==> src/rtl/rstseq_pkg.sv <==
`timescale 1ns/1ps
package rstseq_pkg;
  // Counter width able to hold values 0..n.
  function automatic int unsigned cnt_width(input int unsigned n);
    return (n < 2) ? 1 : $clog2(n + 1);
  endfunction
endpackage

==> src/rtl/rstseq_sync.sv <==
`timescale 1ns/1ps
// Asynchronous-assert, synchronous-release reset synchronizer.
module rstseq_sync #(
  parameter int STAGES = 2
) (
  input  logic clk,
  input  logic arst_n,
  output logic rel
);
  logic [STAGES-1:0] sh;

  always_ff @(posedge clk or negedge arst_n) begin
    if (!arst_n) sh <= '0;
    else         sh <= {sh[STAGES-2:0], 1'b1};
  end

  assign rel = sh[STAGES-1];
endmodule

==> src/rtl/rstseq_clkcheck.sv <==
`timescale 1ns/1ps
// Qualifies the clock: counts edges seen while power is good.
module rstseq_clkcheck #(
  parameter int PRE_CLKS = 3
) (
  input  logic clk,
  input  logic pg,
  output logic clk_ok
);
  import rstseq_pkg::*;
  localparam int W = cnt_width(PRE_CLKS);
  localparam logic [W-1:0] FULL = W'(PRE_CLKS);

  logic [W-1:0] seen;

  always_ff @(posedge clk or negedge pg) begin
    if (!pg)              seen <= '0;
    else if (seen != FULL) seen <= seen + 1'b1;
  end

  assign clk_ok = (seen == FULL);
endmodule

==> src/rtl/rstseq_timer.sv <==
`timescale 1ns/1ps
// Sticky done flag after LIMIT qualified steps while run is high.
module rstseq_timer #(
  parameter int LIMIT = 1024
) (
  input  logic clk,
  input  logic arst_n,
  input  logic run,
  input  logic step,
  output logic done
);
  import rstseq_pkg::*;
  localparam int W = cnt_width(LIMIT);
  localparam logic [W-1:0] LAST = W'(LIMIT - 1);

  logic [W-1:0] cnt;

  always_ff @(posedge clk or negedge arst_n) begin
    if (!arst_n) begin
      cnt  <= '0;
      done <= 1'b0;
    end else if (!run) begin
      cnt  <= '0;
      done <= 1'b0;
    end else if (step && !done) begin
      cnt <= cnt + 1'b1;
      if (cnt == LAST) done <= 1'b1;
    end
  end

  // a finished stage always implies its enabling stage is active
  assert_done_needs_run_R8: assert property (@(posedge clk) disable iff (!arst_n)
    done |-> run);
  // the step counter never runs past its limit
  assert_cnt_bound_R7: assert property (@(posedge clk) disable iff (!arst_n)
    cnt <= W'(LIMIT));
endmodule

==> src/rtl/rst_seq.sv <==
`timescale 1ns/1ps
module rst_seq #(
  parameter int SYNC_STAGES  = 2,
  parameter int PRE_CLKS     = 3,
  parameter int HOLD_CYCLES  = 1024,
  parameter int SETTLE_TICKS = 18436
) (
  input  logic clk,
  input  logic pwr_good,
  input  logic ext_rst_n,
  input  logic fs_tick,
  output logic core_rst,
  output logic force_zero,
  output logic data_ok
);
  logic raw_n;
  logic rel;
  logic clk_ok;
  logic hold_done;
  logic settle_done;

  assign raw_n = pwr_good & ext_rst_n;

  rstseq_sync #(.STAGES(SYNC_STAGES)) u_sync (
    .clk(clk), .arst_n(raw_n), .rel(rel)
  );

  rstseq_clkcheck #(.PRE_CLKS(PRE_CLKS)) u_clkchk (
    .clk(clk), .pg(pwr_good), .clk_ok(clk_ok)
  );

  // Stage 1: fixed count of qualified system clocks.
  rstseq_timer #(.LIMIT(HOLD_CYCLES)) u_hold (
    .clk(clk), .arst_n(raw_n), .run(rel), .step(clk_ok), .done(hold_done)
  );

  // Stage 2: settling count in sample periods.
  rstseq_timer #(.LIMIT(SETTLE_TICKS)) u_settle (
    .clk(clk), .arst_n(raw_n), .run(hold_done), .step(fs_tick), .done(settle_done)
  );

  assign core_rst   = ~hold_done;
  assign data_ok    = settle_done;
  assign force_zero = ~settle_done;

  // no valid data while the logic is held in reset
  assert_quiet_in_reset_R3: assert property (@(posedge clk) disable iff (!raw_n)
    core_rst |-> !data_ok);
  // valid rises only on an edge that sampled a tick
  assert_valid_on_tick_R7: assert property (@(posedge clk) disable iff (!raw_n)
    $rose(data_ok) |-> $past(fs_tick));
  // release requires a qualified clock and a synchronized release
  assert_release_gated_R5: assert property (@(posedge clk) disable iff (!raw_n)
    $fell(core_rst) |-> ($past(clk_ok) && $past(rel)));
endmodule

==> config.mk <==
export PLATFORM = sky130hd
export DESIGN_NAME = rst_seq
export DESIGN_NICKNAME = d
export VERILOG_FILES = /design/src/rtl/rstseq_pkg.sv /design/src/rtl/rstseq_sync.sv /design/src/rtl/rstseq_clkcheck.sv /design/src/rtl/rstseq_timer.sv /design/src/rtl/rst_seq.sv
export SDC_FILE = /design/constraint.sdc
export NUM_CORES = 1
export LEC_CHECK = 0
export BUFFER_PORTS_ARGS = -buffer_cell sky130_fd_sc_hd__buf_2
export CORE_MARGIN = 5
export CORE_UTILIZATION = 55
export CTS_CLUSTER_SIZE = 24
export DETAILED_ROUTE_END_ITERATION = 16
export PLACE_DENSITY = 0.72
export SLEW_MARGIN = 15
export SYNTH_ARGS = -nofsm -noshare
export SYNTH_HDL_FRONTEND = slang
export SYNTH_SLANG_ARGS = --single-unit
==> constraint.sdc <==
create_clock -name clk -period 1.7 [get_ports clk]
set_input_delay 0.425 -clock clk [delete_from_list [all_inputs] [get_ports clk]]
set_output_delay 0.425 -clock clk [all_outputs]
set_load 0.005 [all_outputs]
==> reports/metrics.yaml, run 1 <==
power:
  p_per_area_mw_per_mm2: 843.6
  cellLeakagePower_nw: 0.7199
  ir_worst_vdd_mv: 0.8655
  power_mw: 1.470
timing:
  layout_min_cycle_time_ns: 1.560
  final-setup-viol-count: 0
  whs_ns: 0.1976
  fin_crit_sh: 0.9174
  grt_setup_unrepaired: "false"
  finalClockSkew_ns: 0.01233
  setup_slack_ns: 0.1404
  hold_viol: 0
  fmax_mhz: 641.2
  slew_violations: 0
  setup-tns-final_ns: 0
drt:
  first_pass_iters: 4
  num_vias: 1078
  wl_mm: 2.708
  wire_per_inst_um: 13.96
  first_iter_violations: 56
  viasPerCell: 5.557
  ant_nets: 0
  drcViolationCount: 0
critical_path:
  path_max_fanout: 6
  worst_ep_arrival_time_ns: 1.83
  cp.required_ns: 1.97
  critPathLaunchType: "register"
  critical_path_class: "register to register"
  end_kind: "register"
layout:
  postLayoutCoreUtil: 0.6375
  layout.cells.non_filler: 194
  diodes: 0
  fin_area_mm2: 0.001743
  nets: 169
  drive_above_1_share: 0.1166
  area_growth_pct: 11.26
synth:
  synth_warnings: 0
  synth_cells: 149
  netlist_area_mm2: 0.001567
  synth_cell_types: 34
  ys_seq_area_frac: 0.5112
  syn_avg_cell_area_um2: 10.51
  synth_fp_nets: 156
  ys_ff_latch: 32
clocking:
  cts_buffer_depth: 2
  clock-sinks: 32
  clk_pin_slew_worst_paths_ns: 0.10
  clk_root_buffer_cell: "clkbuf_4"
  ctsResizeCount: 0
  cts_setup_buffers: 0
  cts_buffers: 5
  clk_latency_ns: 0.34
  cts_tree: "built"
  h-tree-depth: 2
global_route:
  antenna_found_initial: 0
  gr-total-overflow: 0
  grt_pass1_vias: 1090
  grt_use_total: 0.1555
  grt_max_degree: 31
  grt_first_pass_wirelength_mm: 4.816
floorplan:
  ios: 7
  rows: 19
  start_util: 0.5730
  die_area_mm2: 0.004016
  chipWidth_um: 63.37
  fp.dieH_um: 63.37
  core_mm2: 0.002734
placed_design:
  dpl-instance-area_mm2: 0.001638
  portBuffers: 6
  dp_hpwl_mm: 1.941
  dp_cells: 185
  place_ws_ns: 0.1800
  gp_routability_congestion: 0.8634
worst_hold_path:
  hold_path_class: "input port to async pin"
flow_run:
  maxCapViolCount: 0
status:
  status: "complete, no violations"
[cell families after synthesis]
family,after synthesis,share of synthesized area
xor gates and xnor gates,21,0.1174
AOI/OAI and AO/OA,6,0.02237
other,1,0.002394
muxes,5,0.03275
buffers and inverters,7,0.01756
DFF,32,0.5112
and+or+nand+nor,74,0.2724
adders and majority gates,3,0.02396
[cell type report]
cell class	instances	area, um^2
fill	223	991.0
multi-input combinational	110	738.2
clock inverter	1	30.03
sequential	32	800.8
timing repair buffer	9	55.05
tap	31	38.79
inverter	4	15.01
clock buffer	7	65.06
[sequential cells by signal, summed over array words and instances, names as in the netlist]
signal and cells:
u_settle.cnt 15, u_hold.cnt 11, u_settle.done 1, u_sync.sh 2, u_clkchk.seen 2, u_hold.done 1
[path summary, 6_finish.rpt]
| path | start | to | slack, ns | depth (start not counted) |
|---|---|---|---|---|
| max | u_clkchk.seen[0] | u_hold.cnt[9] | 0.14 | 5 |
| min | ext_rst_n | u_settle.cnt[14] | 0.20 | 3 |
| max reg2reg | u_clkchk.seen[0] | u_hold.cnt[9] | 0.14 | 5 |
| min reg2reg | u_sync.sh[0] | u_sync.sh[1] | 0.36 | 0 |
| max in group asynchronous | pwr_good | u_settle.done | 0.63 | 4 |
| min in group clk | u_sync.sh[0] | u_sync.sh[1] | 0.36 | 0 |
[cell usage after synthesis]
cell	instances	area share
clkbuf_2	1	0.0032
dfrtp_1	32	0.51
clkbuf_1	1	0.0024
or4_1	1	0.0048
and2_1	10	0.040
conb_1	1	0.0024
nand3_2	1	0.0064
ha_1	3	0.024
xnor2_1	17	0.095
nand4b_1	1	0.0056
nor4_1	5	0.020
a21oi_1	2	0.0064
buf_1	1	0.0024
a21boi_0	1	0.0048
mux2i_1	4	0.026
nor4_2	1	0.0080
nand2b_1	2	0.0080
or3_1	2	0.0080
nand3b_1	1	0.0048
o21ai_0	2	0.0064
nor4b_1	1	0.0056
mux2_2	1	0.0072
and4_1	1	0.0056
and4b_1	3	0.019
xor2_1	4	0.022
nor3_1	3	0.0096
nand3_1	9	0.029
inv_1	4	0.0096
nand2_1	8	0.019
and3_1	3	0.012
nor2_1	13	0.031
nor2b_1	3	0.012
nand4_1	6	0.024
a21boi_1	1	0.0048
[power by group]
group,switching [mW],leakage (nW),internal (mW),total [mW]
combinational,0.0252,0.241,0.0178,0.0430
clock,0.258,0.0515,0.390,0.649
sequential,0.0100,0.428,0.769,0.779
total,0.294,0.720,1.18,1.47
[critical path, stage by stage, from the launching register on]
cell and delay [ns]:
dfrtp_1 0.38, ha_1 0.26, and4b_1 0.29, nand2_1 0.11, or3_1 0.32, a21boi_1 0.13
[timing repair]
| item | 4_1_cts | 5_1_grt |
|---|---|---|
| endpoints found under the hold margin | 2 | 0 |
| endpoints found under the setup margin | 0 | 0 |
| hold buffers | 1 | 0 |
[layout by cell type (no fill, tap or decap), types with 2 or more instances in the layout]
cell type	instances
a21oi_1	2
and2_1	10
and3_1	3
and4b_1	3
buf_2	6
buf_4	2
clkbuf_4	5
clkbuf_8	2
dfrtp_1	32
ha_1	3
inv_1	4
mux2i_1	4
nand2_1	8
nand2b_1	2
nand3_1	9
nand4_1	6
nor2_1	13
nor2b_1	3
nor3_1	3
nor4_1	5
o21ai_0	2
or3_1	2
xnor2_1	17
xor2_1	4
[per-layer routing]
layer  vias up  global-route usage  share of wire  wire [um]
met5         -                   0              0          0
met4         0             0.09610          0.020         54
met1       520              0.2062           0.49       1329
li1        541                   -              -          -
met2        12              0.2208           0.45       1209
met3         5             0.04618          0.042        114
No activity file was read; power rests on OpenSTA's default activity.
==> run 2: changes to the inputs <==
CORE_MARGIN = 3   (was 5)
==> reports/metrics.yaml, run 2 (synthesis results as in run 1) <==
status:
  status: "complete, no violations"  # unchanged
floorplan:
  die_area_mm2: 0.003525  # was 0.004016 mm^2
  fp.dieH_um: 59.37  # was 63.37 um
  rows: 18  # was 19
  start_util: 0.6048  # was 0.5730
  ios: 7  # unchanged
  chipWidth_um: 59.37  # was 63.37 um
  core_mm2: 0.002590  # was 0.002734 mm^2
clocking:
  h-tree-depth: 2  # unchanged
  cts_buffer_depth: 2  # unchanged
  clk_root_buffer_cell: "clkbuf_4"  # unchanged
  cts_tree: "built"  # unchanged
  clock-sinks: 32  # unchanged
  cts_setup_buffers: 0  # unchanged
  cts_buffers: 5  # unchanged
  clk_latency_ns: 0.34  # about the same
  clk_pin_slew_worst_paths_ns: 0.10  # about the same
power:
  cellLeakagePower_nw: 0.7048  # was 0.7199 nW
  p_per_area_mw_per_mm2: 744.8  # was 843.6 mW/mm^2
  ir_worst_vdd_mv: 0.6776  # was 0.8655 mV
  power_mw: 1.275  # was 1.470 mW
timing:
  layout_min_cycle_time_ns: 1.544  # was 1.560 ns
  fmax_mhz: 647.9  # was 641.2 MHz
  hold_viol: 0  # unchanged
  slew_violations: 0  # unchanged
  final-setup-viol-count: 0  # unchanged
  grt_setup_unrepaired: "false"  # unchanged
  setup-tns-final_ns: 0  # unchanged
  fin_crit_sh: 0.9080  # was 0.9174
  finalClockSkew_ns: 0.008344  # was 0.01233 ns
placed_design:
  gp_routability_congestion: 0.7895  # was 0.8634
  dp_hpwl_mm: 1.959  # was 1.941 mm
  portBuffers: 6  # unchanged
layout:
  regArea_um2: 800.8  # unchanged
  area_growth_pct: 9.265  # was 11.26%
  postLayoutCoreUtil: 0.6609  # was 0.6375
  final_cell_mix: "dfrtp_1 (32), xnor2_1 (17), nor2_1 (13)"  # unchanged
  final_common_cell: "dfrtp_1"  # unchanged
  largest_register: "u_settle.cnt"  # unchanged
  drive_above_1_share: 0.1288  # was 0.1166
  multi_input_area_um2: 742.0  # was 738.2 um^2
  top_regs: "u_settle.cnt x15, u_hold.cnt x11"  # unchanged
  nFillCells: 204  # was 223
  diodes: 0  # unchanged
  largest_register_ffs: 15  # unchanged
  nets: 169  # unchanged
critical_path:
  end_kind: "register"  # unchanged
  worst_ep_arrival_time_ns: 1.82  # was 1.83 ns
  critical_path_class: "register to register"  # unchanged
  rrSetupSlack_ns: 0.16  # was 0.14 ns
  path_max_fanout: 6  # unchanged
  cp.required_ns: 1.97  # about the same
  critPathLaunchType: "register"  # unchanged
global_route:
  antenna_found_initial: 0  # unchanged
  grt_use_total: 0.1995  # was 0.1555
  grt_pass1_vias: 1139  # was 1090
  grt_first_pass_wirelength_mm: 5.078  # was 4.816 mm
  grt_max_degree: 31  # unchanged
  gr-total-overflow: 0  # unchanged
drt:
  drcViolationCount: 0  # unchanged
  first_iter_violations: 71  # was 56
  wire_per_inst_um: 14.36  # was 13.96 um
  wl_mm: 2.771  # was 2.708 mm
  ant_nets: 0  # unchanged
  viasPerCell: 5.720  # was 5.557
  num_vias: 1104  # was 1078
  first_pass_iters: 4  # unchanged
flow_run:
  maxCapViolCount: 0  # unchanged
worst_hold_path:
  hold_path_class: "input port to async pin"  # unchanged
run 2: cell count changes in the layout (fill, tap and decap cells not counted), sizes merged:
cell	before	now
clkbuf	7	6
clkinv	0	2
bufinv	1	0
run 2: worst max-delay path, cell delays in order, from the launching register on:
cell	delay, ns
dfrtp_1	0.38
ha_2	0.24
and4b_2	0.30
nand2_1	0.11
or3_1	0.32
a21boi_1	0.14
run 2: routing by layer:
layer	vias up	GRT usage	part of all wire
met5	-	0	0
met4	0	0.1165	0.028
met3	8	0.05229	0.034
met2	17	0.2886	0.42
met1	536	0.2688	0.52
li1	543	-	-
run 2: power by group:
part           leakage, nW  switching (mW)  internal, mW
Clock               0.0380           0.257         0.196
Combinational        0.239          0.0252        0.0180
Sequential           0.428         0.00933         0.769
Total                0.705           0.292         0.983
run 2: area by class of cell:
cell class	instances	area share
multi-input combinational	110	0.4335
tap	30	0.02193
sequential	32	0.4678
clock inverter	2	0.005848
timing repair buffer	9	0.03216
clock buffer	6	0.02997
inverter	4	0.008772
run 2: worst paths after layout:
check / from / to / cells after the start
setup reg to reg: u_clkchk.seen[0] / u_hold.cnt[9] / 5
setup / recovery: u_clkchk.seen[0] / u_hold.cnt[9] / 5
hold reg to reg: u_sync.sh[0] / u_sync.sh[1] / 0
hold / removal: ext_rst_n / u_hold.cnt[8] / 3
min in group clk: u_sync.sh[0] / u_sync.sh[1] / 0
max in group asynchronous: pwr_good / u_hold.cnt[10] / 4
run 2: per-stage QoR:
| step | instance area (um^2) | setup WS [ns] | hold slack, ns | std cells |
|---|---|---|---|---|
| 3_5_place_dp | 1637 | 0.1083 | 0.2163 | 184 |
| 6_report | 1712 | 0.1564 | 0.1751 | 193 |
| 4_1_cts | 1708 | 0.09935 | 0.1803 | 193 |
| 3_3_place_gp | 1637 | 0.1906 | 0.2136 | 184 |
| 2_1_floorplan | 1567 | 0.2943 | 0.1294 | 149 |
| 5_1_grt | 1712 | 0.02774 | 0.1998 | 193 |
run 2: timing repair:
| item | CTS | global route |
|---|---|---|
| resized for setup | 0 | 2 |
| endpoints found under the setup margin | 0 | 1 |
| hold buffers | 1 | 0 |
| endpoints found under the hold margin | 2 | 0 |
==> run 3: changes to the inputs <==
BUFFER_PORTS_ARGS = -buffer_cell sky130_fd_sc_hd__buf_4   (was -buffer_cell sky130_fd_sc_hd__buf_2)
==> reports/metrics.yaml, run 3 (synthesis results as in run 1) <==
status:
  status: "complete, no violations"  # unchanged
layout:
  nFillCells: 214  # was 204
  postLayoutCoreUtil: 0.6652  # was 0.6609
  regArea_um2: 800.8  # unchanged
  largest_register_ffs: 15  # unchanged
  largest_register: "u_settle.cnt"  # unchanged
  nets: 169  # unchanged
  multi_input_area_um2: 740.7  # was 742.0 um^2
  final_common_cell: "dfrtp_1"  # unchanged
  diodes: 0  # unchanged
  area_growth_pct: 9.984  # was 9.265%
  top_regs: "u_settle.cnt x15, u_hold.cnt x11"  # unchanged
  final_cell_mix: "dfrtp_1 (32), xnor2_1 (17), nor2_1 (13)"  # unchanged
  drive_above_1_share: 0.1104  # was 0.1288
timing:
  fmax_mhz: 650.8  # was 647.9 MHz
  slew_violations: 0  # unchanged
  grt_setup_unrepaired: "false"  # unchanged
  fin_crit_sh: 0.9039  # was 0.9080
  layout_min_cycle_time_ns: 1.537  # was 1.544 ns
  finalClockSkew_ns: 0.007892  # was 0.008344 ns
  whs_ns: 0.1915  # was 0.1751 ns
  setup-tns-final_ns: 0  # unchanged
  final-setup-viol-count: 0  # unchanged
  hold_viol: 0  # unchanged
critical_path:
  end_kind: "register"  # unchanged
  path_cells: "ha_2 -> and4b_1 -> nand2_1 -> or3_1 -> a21boi_1"  # was ha_2 -> and4b_2 -> nand2_1 -> or3_1 -> a21boi_1
  startpoint: "u_clkchk.seen[0]"  # unchanged
  slowest_stage: "dfrtp_1"  # unchanged
  max_stage_delay_ns: 0.38  # about the same
  critPathLaunchType: "register"  # unchanged
  cp.required_ns: 1.96  # was 1.97 ns
  r2r_start: "u_clkchk.seen[0]"  # unchanged
  path_max_fanout: 6  # unchanged
  critical_path_class: "register to register"  # unchanged
  rrSetupSlack_ns: 0.16  # about the same
  worst_ep_arrival_time_ns: 1.80  # was 1.82 ns
drt:
  first_pass_iters: 5  # was 4
  drcViolationCount: 0  # unchanged
  ant_nets: 0  # unchanged
  viasPerCell: 5.772  # was 5.720
  first_iter_violations: 59  # was 71
  wl_mm: 2.799  # was 2.771 mm
  num_vias: 1114  # was 1104
  wire_per_inst_um: 14.50  # was 14.36 um
floorplan:
  rows: 18  # unchanged
  start_util: 0.6048  # unchanged
  chipWidth_um: 59.37  # unchanged
  die_area_mm2: 0.003525  # unchanged
  core_mm2: 0.002590  # unchanged
  fp.dieH_um: 59.37  # unchanged
  ios: 7  # unchanged
clocking:
  cts_setup_buffers: 0  # unchanged
  clk_latency_ns: 0.33  # was 0.34 ns
  h-tree-depth: 2  # unchanged
  clk_root_buffer_cell: "clkbuf_4"  # unchanged
  cts_buffer_depth: 2  # unchanged
  clk_pin_slew_worst_paths_ns: 0.10  # about the same
  cts_tree: "built"  # unchanged
  cts_buffers: 5  # unchanged
  clock-sinks: 32  # unchanged
global_route:
  grt_pass1_vias: 1059  # was 1139
  grt_use_total: 0.1976  # was 0.1995
  gr-total-overflow: 0  # unchanged
  grt_max_degree: 31  # unchanged
  antenna_found_initial: 0  # unchanged
  grt_first_pass_wirelength_mm: 4.974  # was 5.078 mm
placed_design:
  portBuffers: 6  # unchanged
  dp_hpwl_mm: 1.975  # was 1.959 mm
  gp_routability_congestion: 0.8009  # was 0.7895
power:
  power_mw: 1.273  # was 1.275 mW
  ir_worst_vdd_mv: 0.5583  # was 0.6776 mV
  p_per_area_mw_per_mm2: 739.1  # was 744.8 mW/mm^2
  cellLeakagePower_nw: 0.7062  # was 0.7048 nW
worst_hold_path:
  hold_path_class: "input port to async pin"  # unchanged
flow_run:
  maxCapViolCount: 0  # unchanged
## run 3: changes by cell type in the layout (fill, tap and decap cells not counted), sizes merged
cell,change
clkbuf,+2
clkinv,-2
## run 3: final timing paths
path	end	cells after the start
min	u_hold.done	3
max	u_hold.cnt[9]	5
max reg2reg	u_hold.cnt[9]	5
min in group clk	u_sync.sh[1]	0
max in group asynchronous	u_settle.cnt[7]	4
min reg2reg	u_sync.sh[1]	0
## run 3: power breakdown
| part | internal, mW | leakage (nW) | total (mW) | switching (mW) |
|---|---|---|---|---|
| Clock | 0.204 | 0.0326 | 0.449 | 0.246 |
| Sequential | 0.769 | 0.428 | 0.779 | 0.00993 |
| Combinational | 0.0199 | 0.246 | 0.0453 | 0.0254 |
| Total | 0.992 | 0.706 | 1.27 | 0.281 |
## run 3: area by class of cell
class	count	area share
Sequential cell	32	0.4648
Inverter	4	0.008715
Clock buffer	8	0.03413
Multi-Input combinational cell	110	0.4299
Tap cell	30	0.02179
Timing Repair Buffer	9	0.04067
## run 3: critical path, delay by kind of cell, from the launching register on
kind	cells	cell delay, ns
simple gates	3	0.71
flops	1	0.38
fa+ha+maj	1	0.24
compound gates	1	0.14
## run 3: repair_timing
action,CTS,global route
endpoints found under the setup margin,0,1
resized for setup,0,1
hold buffers,1,0
endpoints found under the hold margin,2,0
## run 3: stage by stage
stage	area, um^2	cells	worst slack (ns)
floorplan	1567	149	0.2943
global placement	1652	184	0.1790
detailed placement	1652	184	0.1437
CTS	1720	193	0.1135
global route	1723	193	0.03737
finish	1723	193	0.1634
## run 3: layer usage
metal / part of all wire / routed length, um / vias up / track usage
met1: 0.49 / 1364 / 538 / 0.2793
met2: 0.43 / 1206 / 34 / 0.2668
li1: - / - / 537 / -
met5: 0 / 0 / - / 0
met3: 0.065 / 181 / 5 / 0.07407
met4: 0.016 / 46 / 0 / 0.09061
